### src/rtl/irqp_pkg.sv
package irqp_pkg;
  typedef struct packed {
    logic high;
    logic low;
  } nest_t;
endpackage

### src/rtl/irqp_cfg.sv
module irqp_cfg #(
  parameter int SEL_W = 3
) (
  input  logic             clk,
  input  logic             rst_n,
  input  logic             we,
  input  logic [SEL_W:0]   wdata,
  input  logic             ei,
  input  logic             di,
  output logic             ime_q,
  output logic [SEL_W-1:0] sel_q,
  output logic             ime_nx,
  output logic [SEL_W-1:0] sel_nx
);
  always_comb begin
    if (di)      ime_nx = 1'b0;
    else if (ei) ime_nx = 1'b1;
    else if (we) ime_nx = wdata[SEL_W];
    else         ime_nx = ime_q;
    sel_nx = (we && !ime_q) ? wdata[SEL_W-1:0] : sel_q;
  end

  always_ff @(posedge clk or negedge rst_n) begin
    if (!rst_n) begin
      ime_q <= 1'b0;
      sel_q <= '0;
    end else begin
      ime_q <= ime_nx;
      sel_q <= sel_nx;
    end
  end

  assert_sel_locked_R10: assert property (@(posedge clk) disable iff (!rst_n)
    ime_q |=> $stable(sel_q));
  assert_di_wins_R2: assert property (@(posedge clk) disable iff (!rst_n)
    di |=> !ime_q);
endmodule

### src/rtl/irqp_nest.sv
module irqp_nest
  import irqp_pkg::*;
(
  input  logic  clk,
  input  logic  rst_n,
  input  logic  ack_fire,
  input  logic  ack_high,
  input  logic  ret,
  output nest_t lvl_q,
  output nest_t lvl_nx
);
  always_comb begin
    lvl_nx = lvl_q;
    if (ret) begin
      if (lvl_q.high) lvl_nx.high = 1'b0;
      else            lvl_nx.low  = 1'b0;
    end
    if (ack_fire) begin
      if (ack_high) lvl_nx.high = 1'b1;
      else          lvl_nx.low  = 1'b1;
    end
  end

  always_ff @(posedge clk or negedge rst_n) begin
    if (!rst_n) lvl_q <= '0;
    else        lvl_q <= lvl_nx;
  end

  assert_ret_high_first_R9: assert property (@(posedge clk) disable iff (!rst_n)
    (ret && lvl_q.high && !ack_fire) |=> (!lvl_q.high && lvl_q.low == $past(lvl_q.low)));
endmodule

### src/rtl/irqp_arb.sv
module irqp_arb #(
  parameter int NUM_GRP = 7,
  parameter int SEL_W   = 3
) (
  input  logic [NUM_GRP-1:0] pend,
  input  logic [SEL_W-1:0]   sel,
  input  logic               ime,
  input  logic               low_act,
  input  logic               high_act,
  output logic               hit,
  output logic [SEL_W-1:0]   code
);
  logic [NUM_GRP-1:0] sel_mask;
  logic [NUM_GRP-1:0] elig;

  for (genvar g = 0; g < NUM_GRP; g++) begin : g_sel
    assign sel_mask[g] = (sel == SEL_W'(g + 1));
  end

  always_comb begin
    if (high_act)     elig = '0;
    else if (low_act) elig = pend & sel_mask;
    else              elig = pend;
    hit  = ime && (elig != '0);
    code = '0;
    if (hit) begin
      if ((elig & sel_mask) != '0) begin
        code = sel;
      end else begin
        for (int g = NUM_GRP - 1; g >= 0; g--) begin
          if (elig[g]) code = SEL_W'(g + 1);
        end
      end
    end
  end
endmodule

### src/rtl/irq_prio_ctrl.sv
module irq_prio_ctrl
  import irqp_pkg::*;
#(
  parameter int NUM_GRP = 7,
  localparam int SEL_W  = $clog2(NUM_GRP + 1),
  localparam int PRI_W  = SEL_W + 1
) (
  input  logic               clk,
  input  logic               rst_n,
  input  logic [NUM_GRP-1:0] req_set_i,
  input  logic [NUM_GRP-1:0] en_i,
  input  logic               cfg_we_i,
  input  logic [PRI_W-1:0]   cfg_wdata_i,
  input  logic               ei_i,
  input  logic               di_i,
  input  logic               ack_i,
  input  logic               ret_i,
  output logic               irq_o,
  output logic [SEL_W-1:0]   vec_o,
  output logic [1:0]         nest_o
);
  logic               ime_q, ime_nx;
  logic [SEL_W-1:0]   sel_q, sel_nx;
  nest_t              lvl_q, lvl_nx;
  logic [NUM_GRP-1:0] req_q, req_nx, clr_mask;
  logic               irq_q, hit;
  logic [SEL_W-1:0]   vec_q, code;
  logic               ack_fire, ack_high;

  irqp_cfg #(.SEL_W(SEL_W)) u_cfg (
    .clk(clk), .rst_n(rst_n), .we(cfg_we_i), .wdata(cfg_wdata_i),
    .ei(ei_i), .di(di_i), .ime_q(ime_q), .sel_q(sel_q),
    .ime_nx(ime_nx), .sel_nx(sel_nx)
  );

  assign ack_fire = ack_i && irq_q;
  assign ack_high = (sel_q != '0) && (vec_q == sel_q);

  irqp_nest u_nest (
    .clk(clk), .rst_n(rst_n), .ack_fire(ack_fire), .ack_high(ack_high),
    .ret(ret_i), .lvl_q(lvl_q), .lvl_nx(lvl_nx)
  );

  for (genvar g = 0; g < NUM_GRP; g++) begin : g_clr
    assign clr_mask[g] = ack_fire && (vec_q == SEL_W'(g + 1));
  end

  assign req_nx = (req_q & ~clr_mask) | req_set_i;

  irqp_arb #(.NUM_GRP(NUM_GRP), .SEL_W(SEL_W)) u_arb (
    .pend(req_nx & en_i), .sel(sel_nx), .ime(ime_nx),
    .low_act(lvl_nx.low), .high_act(lvl_nx.high), .hit(hit), .code(code)
  );

  always_ff @(posedge clk or negedge rst_n) begin
    if (!rst_n) begin
      req_q <= '0;
      irq_q <= 1'b0;
      vec_q <= '0;
    end else begin
      req_q <= req_nx;
      irq_q <= hit;
      vec_q <= code;
    end
  end

  assign irq_o  = irq_q;
  assign vec_o  = vec_q;
  assign nest_o = {lvl_q.high, lvl_q.low};

  assert_masked_quiet_R2: assert property (@(posedge clk) disable iff (!rst_n)
    irq_o |-> ime_q);
  assert_vec_idle_zero_R4: assert property (@(posedge clk) disable iff (!rst_n)
    !irq_o |-> (vec_o == '0));
  assert_low_only_sel_R5: assert property (@(posedge clk) disable iff (!rst_n)
    (lvl_q.low && irq_o) |-> (sel_q != '0 && vec_o == sel_q));
  assert_high_blocks_R6: assert property (@(posedge clk) disable iff (!rst_n)
    lvl_q.high |-> !irq_o);
  assert_first_runs_R7: assert property (@(posedge clk) disable iff (!rst_n)
    (lvl_q.low && sel_q == '0) |-> !irq_o);
  assert_ack_clears_R8: assert property (@(posedge clk) disable iff (!rst_n)
    ack_fire |=> (((req_q & $past(clr_mask)) == '0) || (($past(req_set_i) & $past(clr_mask)) != '0)));
endmodule

### config.mk
export PLATFORM = sky130hd
export DESIGN_NAME = irq_prio_ctrl
export DESIGN_NICKNAME = d
export VERILOG_FILES = /design/src/rtl/irqp_pkg.sv /design/src/rtl/irqp_cfg.sv /design/src/rtl/irqp_nest.sv /design/src/rtl/irqp_arb.sv /design/src/rtl/irq_prio_ctrl.sv
export SDC_FILE = /design/constraint.sdc
export NUM_CORES = 1
export LEC_CHECK = 0
export BUFFER_PORTS_ARGS = -buffer_cell sky130_fd_sc_hd__buf_2
export CAP_MARGIN = 20
export CORE_ASPECT_RATIO = 2
export CORE_MARGIN = 4
export CORE_UTILIZATION = 46
export DETAILED_ROUTE_END_ITERATION = 16
export PLACE_DENSITY_LB_ADDON = 0.05
export SETUP_SLACK_MARGIN = 0.15
export SLEW_MARGIN = 20
export SYNTH_ARGS = -nofsm -noshare
export SYNTH_HDL_FRONTEND = slang
export SYNTH_SLANG_ARGS = --single-unit
export TNS_END_PERCENT = 30
### constraint.sdc
create_clock -name clk -period 1.8 [get_ports clk]
set_input_delay 0.18 -clock clk [delete_from_list [all_inputs] [get_ports clk]]
set_output_delay 0.18 -clock clk [all_outputs]
set_load 0.01 [all_outputs]
==> results.md, run 1 <==
Status:
- The flow ran to the end, but the final reports show violations.
- The final reports fail on negative setup slack.

Timing:
- The fraction of the cycle the final worst path needs is 125.8%.
- For the finished layout, the period the worst path requires is 2265 ps.
- Once routing completed, OpenROAD measured the worst setup slack at -464.9 ps.
- Setup repair after global routing could not meet its margin everywhere.
- The number of hold violations in the final report is 0.
- The final count of negative-setup-slack endpoints is 4.
- The number of max-slew violations in the final report came to 0.
- Static timing analysis puts the maximum clock frequency at 441.5 MHz.
- The worst pin sits at a relative slew slack of 61.20%.
- At the pin with the least slew margin, the transition time is 580.8 ps.
- The setup skew after layout is 7.145 ps.
- The total negative slack for setup checks is -1754 ps.

Logic synthesis:
- The mux contribution to synthesized area is 7.352%.
- The total nets after synthesis is 155.
- By area the synthesized netlist is led by dfrtp_1, nand2b_1, mux2i_4.
- The compound-gate portion of the synthesized area is 31.20%.
- Yosys mapped the design onto 59 distinct sky130hd cell types.
- The synthesis warning total is 0.
- In the synthesized netlist the dominant register cell turns out to be dfrtp_1.
- The synthesized netlist devotes 19.79% of its cell area to simple gates.
- Synthesis inferred 17 register bits.
- In the synthesized netlist the async set-or-reset flop fraction comes to 100.0%.
- The largest area contributor in the netlist is dfrtp_1.
- The xor and xnor area share after synthesis is 3.959%.
- The share of synthesized area occupied by flip-flops and latches is 32.05%.
- The count of flip-flops with a built-in enable after synthesis is 0.
- The cell area after synthesis is 1328 µm².
- After synthesis, the largest area contributor takes up 32.05% of total cell area.
- The synthesized netlist devotes 0% of its cell area to adder and majority cells.
- The dominant combinational cell family by area after synthesis is compound AO/OA/AOI/OAI gates.
- The post-synthesis average cell area is 10.21 µm².
- The number of instances in the synthesized netlist is 130.

Run:
- Max-cap violations in this run came to 0.

Worst setup path:
- The biggest fanout along the worst timing path is 5.
- For the worst flop-to-flop path, the logic depth is 8.
- The worst setup path is captured at a flop.
- At the worst endpoint, the arrival time is 2460 ps.
- The peak per-stage delay on the critical path is 440 ps.
- The kind of start point of the critical path is a flop.
- The highest-delay cell along the critical path is dfrtp_2.
- The worst setup path is of the flop to flop kind.
- The worst reg2reg path endpoint is vec_o[0].
- The setup slack on the worst flop-to-flop path is -460 ps.
- The startpoint of the lowest-slack register-to-register path is vec_o[1].
- The critical path goes through buf_6 -> xnor2_4 -> a41oi_4 -> a211o_1 -> o211a_1 -> or2b_1 -> a311oi_4 -> o211a_1.
- The most common cell type on the critical path is o211a_1.
- The worst path required time is 2000 ps.

Global routing:
- The number of global-route vias before repair came to 1342.
- The residual overflow from global routing is 0.
- For this run, global-route usage on met2 was measured as 39.07%.
- Global routing used 3.024% of the available met3 tracks.
- The number of antenna violations at the first check in global routing is 0.
- Entering global routing, the biggest net connects 18 pins.
- The layer flagged by global routing as most heavily used is met2.
- In the global route stage, met1 resource usage came out at 23.52%.
- The first global-routing pass estimated 6.258 mm of wire.
- The global-route total usage across every layer is 21.76%.

Clocking:
- The maximum clock insertion buffer count is 2.
- For the worst-skew pair, the clock arrives at the later sink with an insertion delay of 260 ps.
- The clock net sink count is 17.
- The root cell of the clock tree is clkbuf_8.
- The clock transition time at the flip-flop clock pins of the worst setup and hold paths is 80 ps.
- The total CTS buffers is 3.
- In this run the number of H-tree levels came out at 1.
- The clock tree from TritonCTS is built.

Floorplanning:
- The die boundary height is 83.97 µm.
- The floorplan die area is 3861 µm².
- After floorplanning, the core was divided into 27 placement rows.
- 31 I/O pins were placed.
- The starting utilization of the core area is 47.92%.
- The horizontal extent of the die is 45.99 µm.
- The area of the core region is 2770 µm².

Power and ir drop:
- Power spread over the standard cell area amounts to 755.4 nW/µm².
- Across the VDD grid, the largest voltage drop is 0.7014 mV.
- The analysis attributes to cell leakage a power of 0.8707 nW.

Detailed routing:
- In the routed design, unresolved DRC markers number 0.
- Wires add up to 3.816 mm.
- The first-pass iteration count of the detailed router is 4.
- Once detail routing completed, the nets flagged for antenna violations numbered 0.
- The vias after detailed routing is 1312.
- The ratio of routed vias to standard cells is 5.655.
- In this run, the number of DRC markers left after iteration 0 of detailed routing was 33.
- Dividing the detail-routed wire length by the instance count gives 16.45 µm.

Place:
- The HPWL reported at the end of detailed placement is 3.209 mm.
- The total of buffers placed on input and output ports is 30.
- The routability congestion estimate is 0.8860.

Finish:
- The end-of-flow core utilization is 69.11%.
- The synthesis-to-finish area growth is 44.20%.
- The number of inserted diodes is 0.
- After the last flow step, the layout net total stands at 229.
- The share of cells above drive strength 1 is 52.22%.

Hold path:
- The critical hold path startpoint is req_set_i[1].
- The worst hold path cell count is 3.
- For hold timing, the worst endpoint is req_q[1].
- The tightest min-delay check is of the input port to flop type.
-- worst max-delay path, delay by kind of cell (launching register included) --
family          cells  cell delay [ps]
flops               1              440
xor+xnor            1              170
buf+inv             1              140
simple gates        1              260
compound gates      5             1190
-- metal layers --
layer	routed length (µm)	share of wire, %	vias to the layer above
li1	-	-	636
met1	1294	34	632
met2	2304	60	33
met3	119	3.1	11
met4	97	2.5	0
met5	0	0	-
-- power breakdown --
group	switching (mW)	leakage (nW)	internal, mW	total, mW
combinational	0.319	0.665	0.358	0.678
clock	0.151	0.0217	0.156	0.307
sequential	0.0459	0.184	0.416	0.462
total	0.516	0.871	0.930	1.45
-- flip-flops by register name, indices dropped and copies added, names as in the netlist --
signal / flops
irq_o: 1
req_q: 7
u_cfg.ime_q: 1
u_cfg.sel_q: 3
u_nest.lvl_q: 2
vec_o: 3
-- synth_stat cells, types with 2 or more instances --
master     instances
dfrtp_1           17
inv_2              2
o21ai_0            4
a21o_1             3
o31ai_1            3
o2111a_1           2
and3_1             2
inv_1              6
o2bb2ai_1          2
a21boi_0           2
mux2i_4            2
nand2_1           10
nand2b_1           8
a21oi_1            2
nor3_1             3
mux2i_1            3
nor2_1             6
o211a_1            2
nand3_1            4
a31o_2             2
o21a_1             4
buf_6              3
mux2_2             2
-- cell usage in the layout (no fill, tap or decap), drive strengths merged, types with 2 or more instances in the layout --
cell type,n
mux2,2
a311oi,2
or3,2
xnor2,3
clkbuf,3
nand2,10
o31ai,4
inv,10
o211a,2
nand4,2
nor3,3
o2111a,2
dfrtp,17
o21ai,4
a31o,2
a21boi,3
mux2i,5
nand3,4
o2bb2ai,2
o21a,5
and3,2
a211oi,2
buf,71
a21o,3
nand2b,8
nor2,7
a21oi,3
-- area by class of cell --
cell class / instances / area (µm²)
well taps: 29 / 36.28
flip-flops and latches: 17 / 429.2
inverters: 10 / 42.54
clock buffers: 3 / 41.29
clock inverters: 1 / 7.507
multi-input cells: 100 / 885.9
fillers: 225 / 855.8
repair buffers: 72 / 471.7
-- what timing repair did --
item / in CTS / in global routing
endpoints found under the hold margin: 17 / 0
endpoints found under the setup margin: 4 / 5
hold buffers: 1 / 0
pin swaps: 8 / 3
resized for setup: 5 / 4
buffers inserted: 3 / 4
-- worst max-delay path by stage --
stage                     startpoint  endpoint  slack, ps  cells past startpoint
after floorplan             vec_o[1]  vec_o[0]       -290                      8
after detailed placement    vec_o[1]  vec_o[1]       -550                      7
after global routing        vec_o[1]  vec_o[0]       -550                      8
final                       vec_o[1]  vec_o[0]       -460                      8
after global placement      vec_o[1]  vec_o[0]       -530                      7
after CTS                   vec_o[1]  vec_o[0]       -450                      8
-- through the flow --
stage          setup slack [ps]  std cells  power, mW  area, µm²  hold WS (ps)
2_1_floorplan            -286.4        130     0.8448       1364        -115.6
3_3_place_gp             -534.7        220      1.076       1772         119.7
3_5_place_dp             -548.4        220      1.088       1772         126.1
4_1_cts                  -447.2        228      1.420       1866         103.3
5_1_grt                  -546.0        232      1.519       1914         113.2
6_report                 -464.9        232      1.446       1914         103.1
-- logic make-up after synthesis --
| logic type | after synthesis |
|---|---|
| simple gates | 45 |
| buf+inv | 13 |
| mux | 7 |
| xor+xnor | 3 |
| compound gates | 45 |
| flops | 17 |
(Power assumes the default switching activity.)
==> run 2: changes to the inputs <==
Settings changed: CORE_MARGIN 4 to not set.
==> run 2 against run 1 <==
The flow still finishes with violations (negative setup slack). Utilization is 0.47 points lower. Clock skew is 0.85 ps higher. Sequential share of layout area is 0.43 points higher. Power is 1.5% lower. Clock-buffer cell count stayed put. Worst setup slack better by 68 ps. Via count is 3.2% lower. Clock power hardly changed. First-iteration DRC count stayed put. Combinational power is 4.7% lower. Critical path type unchanged. Largest power group unchanged.
==> results.md, run 2 (synthesis results as in run 1) <==
Floorplanning:
- The die boundary height came to 77.97 µm (-7.1%).
- The area of the core region is 2736 µm² (-1.2%).
- The number of I/O pins is 31 (unchanged).
- The starting utilization of the core area was 48.51% (+0.59 points).
- The floorplan die area is 3118 µm² (-19%).
- The total number of placement rows is 27 (unchanged).
- The horizontal extent of the die came to 39.99 µm (-13%).

Clocking:
- The insertion delay of the later-clocked pin in the worst-skew pair was 260 ps (about the same).
- The clock net sink count came to 17 (unchanged).
- The depth of the CTS H-tree is 1 (unchanged).
- The tree is rooted in a clkbuf_8.
- The buffers inserted during post-CTS setup optimization is 0 (-3).
- The clock tree from TritonCTS is built.
- The total CTS buffers is 3 (unchanged).
- The maximum clock insertion buffer count was 2 (unchanged).
- The clock transition time at the flip-flop clock pins of the worst setup and hold paths is 80 ps (about the same).

Detailed routing:
- The number of routed nets with antenna violations is 0 (unchanged).
- The ratio of routed vias to standard cells is 5.670 (+0.26%).
- The first-pass iteration count of the detailed router was 4 (unchanged).
- The number of DRC markers after the initial detailed-route iteration is 33 (unchanged).
- The number of design rule violations left after detail routing is 0 (unchanged).
- The vias after detailed routing is 1270 (-3.2%).
- The detail-routed net length per standard cell is 16.85 µm (+2.5%).
- The post-detailed-routing wire length was 3.775 mm (-1.1%).

Power and ir drop:
- The standby leakage power is 0.8344 nW (-4.2%).
- The total power draw is 1.424 mW (-1.5%).
- The areal power density over the cells was 758.3 nW/µm² (+0.39%).
- The maximum vdd ir drop is 0.5089 mV (-27%).

Worst setup path:
- The biggest fanout along the worst timing path is 7 (+2).
- The worst setup path is of the flop to flop kind.
- The worst path required time is 2000 ps (about the same).
- The setup slack on the worst flop-to-flop path is -400 ps (+70 ps).
- The arrival time at the worst endpoint is 2400 ps (-60 ps).
- The worst setup path is launched from a flop.
- The critical path endpoint category is a flop.

Finish:
- The footprint of the multi-input gates is 910.9 µm² (+2.8%).
- The count of non-filler cells in the finished layout is 224 (-3.4%).
- The number of flip-flops under the largest register name is 7 (unchanged).
- Ranked by flip-flop count, first place goes to req_q.
- In the layout the commonest cells are buf_4, buf_2, dfrtp_1, nand2_1, nand2b_1.
- The total of fill cells in the finished design is 223 (-0.89%).
- The synthesis-to-finish area growth is 41.47%.
- The number of inserted diodes is 0 (unchanged).
- The area taken by flip-flops and latches is 429.2 µm² (unchanged).
- The share of cells above drive strength 1 was 51.28% (-0.93 points).
- The library cell used most frequently in the layout, excluding fill and tap cells, is buf_4.
- The final layout net count is 221 (-3.5%).

Status:
- The final reports fail on negative setup slack.
- The flow ran to the end, but the final reports show violations.

Place:
- The worst slack after detailed placement was -496.5 ps (+51.89 ps).
- The HPWL reported at the end of detailed placement was 3.098 mm (-3.5%).
- The total placed cells including tap cells is 219 (-0.45%).
- The routability congestion estimate is 0.9391 (+6.0%).
- The total of buffers placed on input and output ports came to 30 (unchanged).

Run:
- The max capacitance violation total is 0 (unchanged).

Timing:
- Setup repair after global routing could not meet its margin everywhere.
- The fraction of the cycle the final worst path needs is 122.1% (-3.8 points).
- The final worst hold slack is 104.4 ps (+1.352 ps).
- The number of max-slew violations in the final report is 0 (unchanged).
- The final count of negative-setup-slack endpoints is 4 (unchanged).
- The setup slack of the critical path after layout came to -397.1 ps (+67.84 ps).
- The number of hold violations in the final report is 0 (unchanged).
- The maximum clock rate is 455.2 MHz (+3.1%).
- The setup skew after layout is 7.995 ps (+0.8496 ps).
- The minimum clock period after layout is 2197 ps (-67.84 ps).
- The transition time at the pin with the least slew margin is 603.1 ps (+22.34 ps).
- The relative slew slack came to 59.70% (-1.5 points).

Global routing:
- The global-route total usage across every layer is 27.29% (+5.5 points).
- The largest net degree at the start of global routing is 18 (unchanged).
- The number of global-route vias before repair is 1307 (-2.6%).
- The wire length of the first global-routing pass is 5.871 mm (-6.2%).
- The number of antenna violations at the first check in global routing is 0 (unchanged).
- The residual overflow from global routing is 0 (unchanged).

Hold path:
- The classification of the worst-slack hold path is input port to flop.
## run 2: final timing paths
kind	cells past startpoint	from	end
min	3	req_set_i[1]	req_q[1]
max	7	vec_o[2]	vec_o[0]
min reg2reg	1	req_q[2]	req_q[2]
max reg2reg	7	vec_o[2]	vec_o[0]
max in group asynchronous	2	rst_n	vec_o[1]
min in group asynchronous	2	rst_n	req_q[4]
## run 2: metal layers
metal,vias up,track usage (%),wire length (µm)
met3,9,2.286,56
met1,622,28.18,1340
met5,-,0,0
met2,20,49.35,2255
met4,0,12.76,124
li1,619,-,-
## run 2: timing repair
| action | CTS | global route |
|---|---|---|
| resized for setup | 11 | 3 |
| pin swaps | 7 | 1 |
| endpoints found under the hold margin | 17 | 0 |
| endpoints found under the setup margin | 5 | 5 |
| hold buffers | 1 | 0 |
## run 2: area by class of cell
cell class,instances,area share [%]
inverter,10,2.199
clock buffer,3,2.199
clock inverter,1,0.3997
tap,29,1.932
sequential,17,22.85
timing repair buffer,64,21.92
multi-input combinational,100,48.50
## run 2: where the power goes
group	switching (mW)	total, mW	internal, mW
combinational	0.308	0.646	0.339
clock	0.152	0.308	0.156
sequential	0.0537	0.469	0.416
## run 2: per-stage QoR
step	cell area, µm²	TNS (ps)	util (%)
after global placement	1764	-1615	64.47
after floorplan	1364	-1039	-
after detailed placement	1764	-1806	64.47
final	1878	-1413	68.63
after global routing	1878	-1791	68.63
after CTS	1871	-1360	68.36
## run 2: critical path: stages, from the launching register on
cell	delay, ps
dfrtp_2	490
xnor2_4	190
a41oi_4	190
a211o_1	300
o211a_1	140
or2b_1	260
a311oi_4	380
o211a_1	200
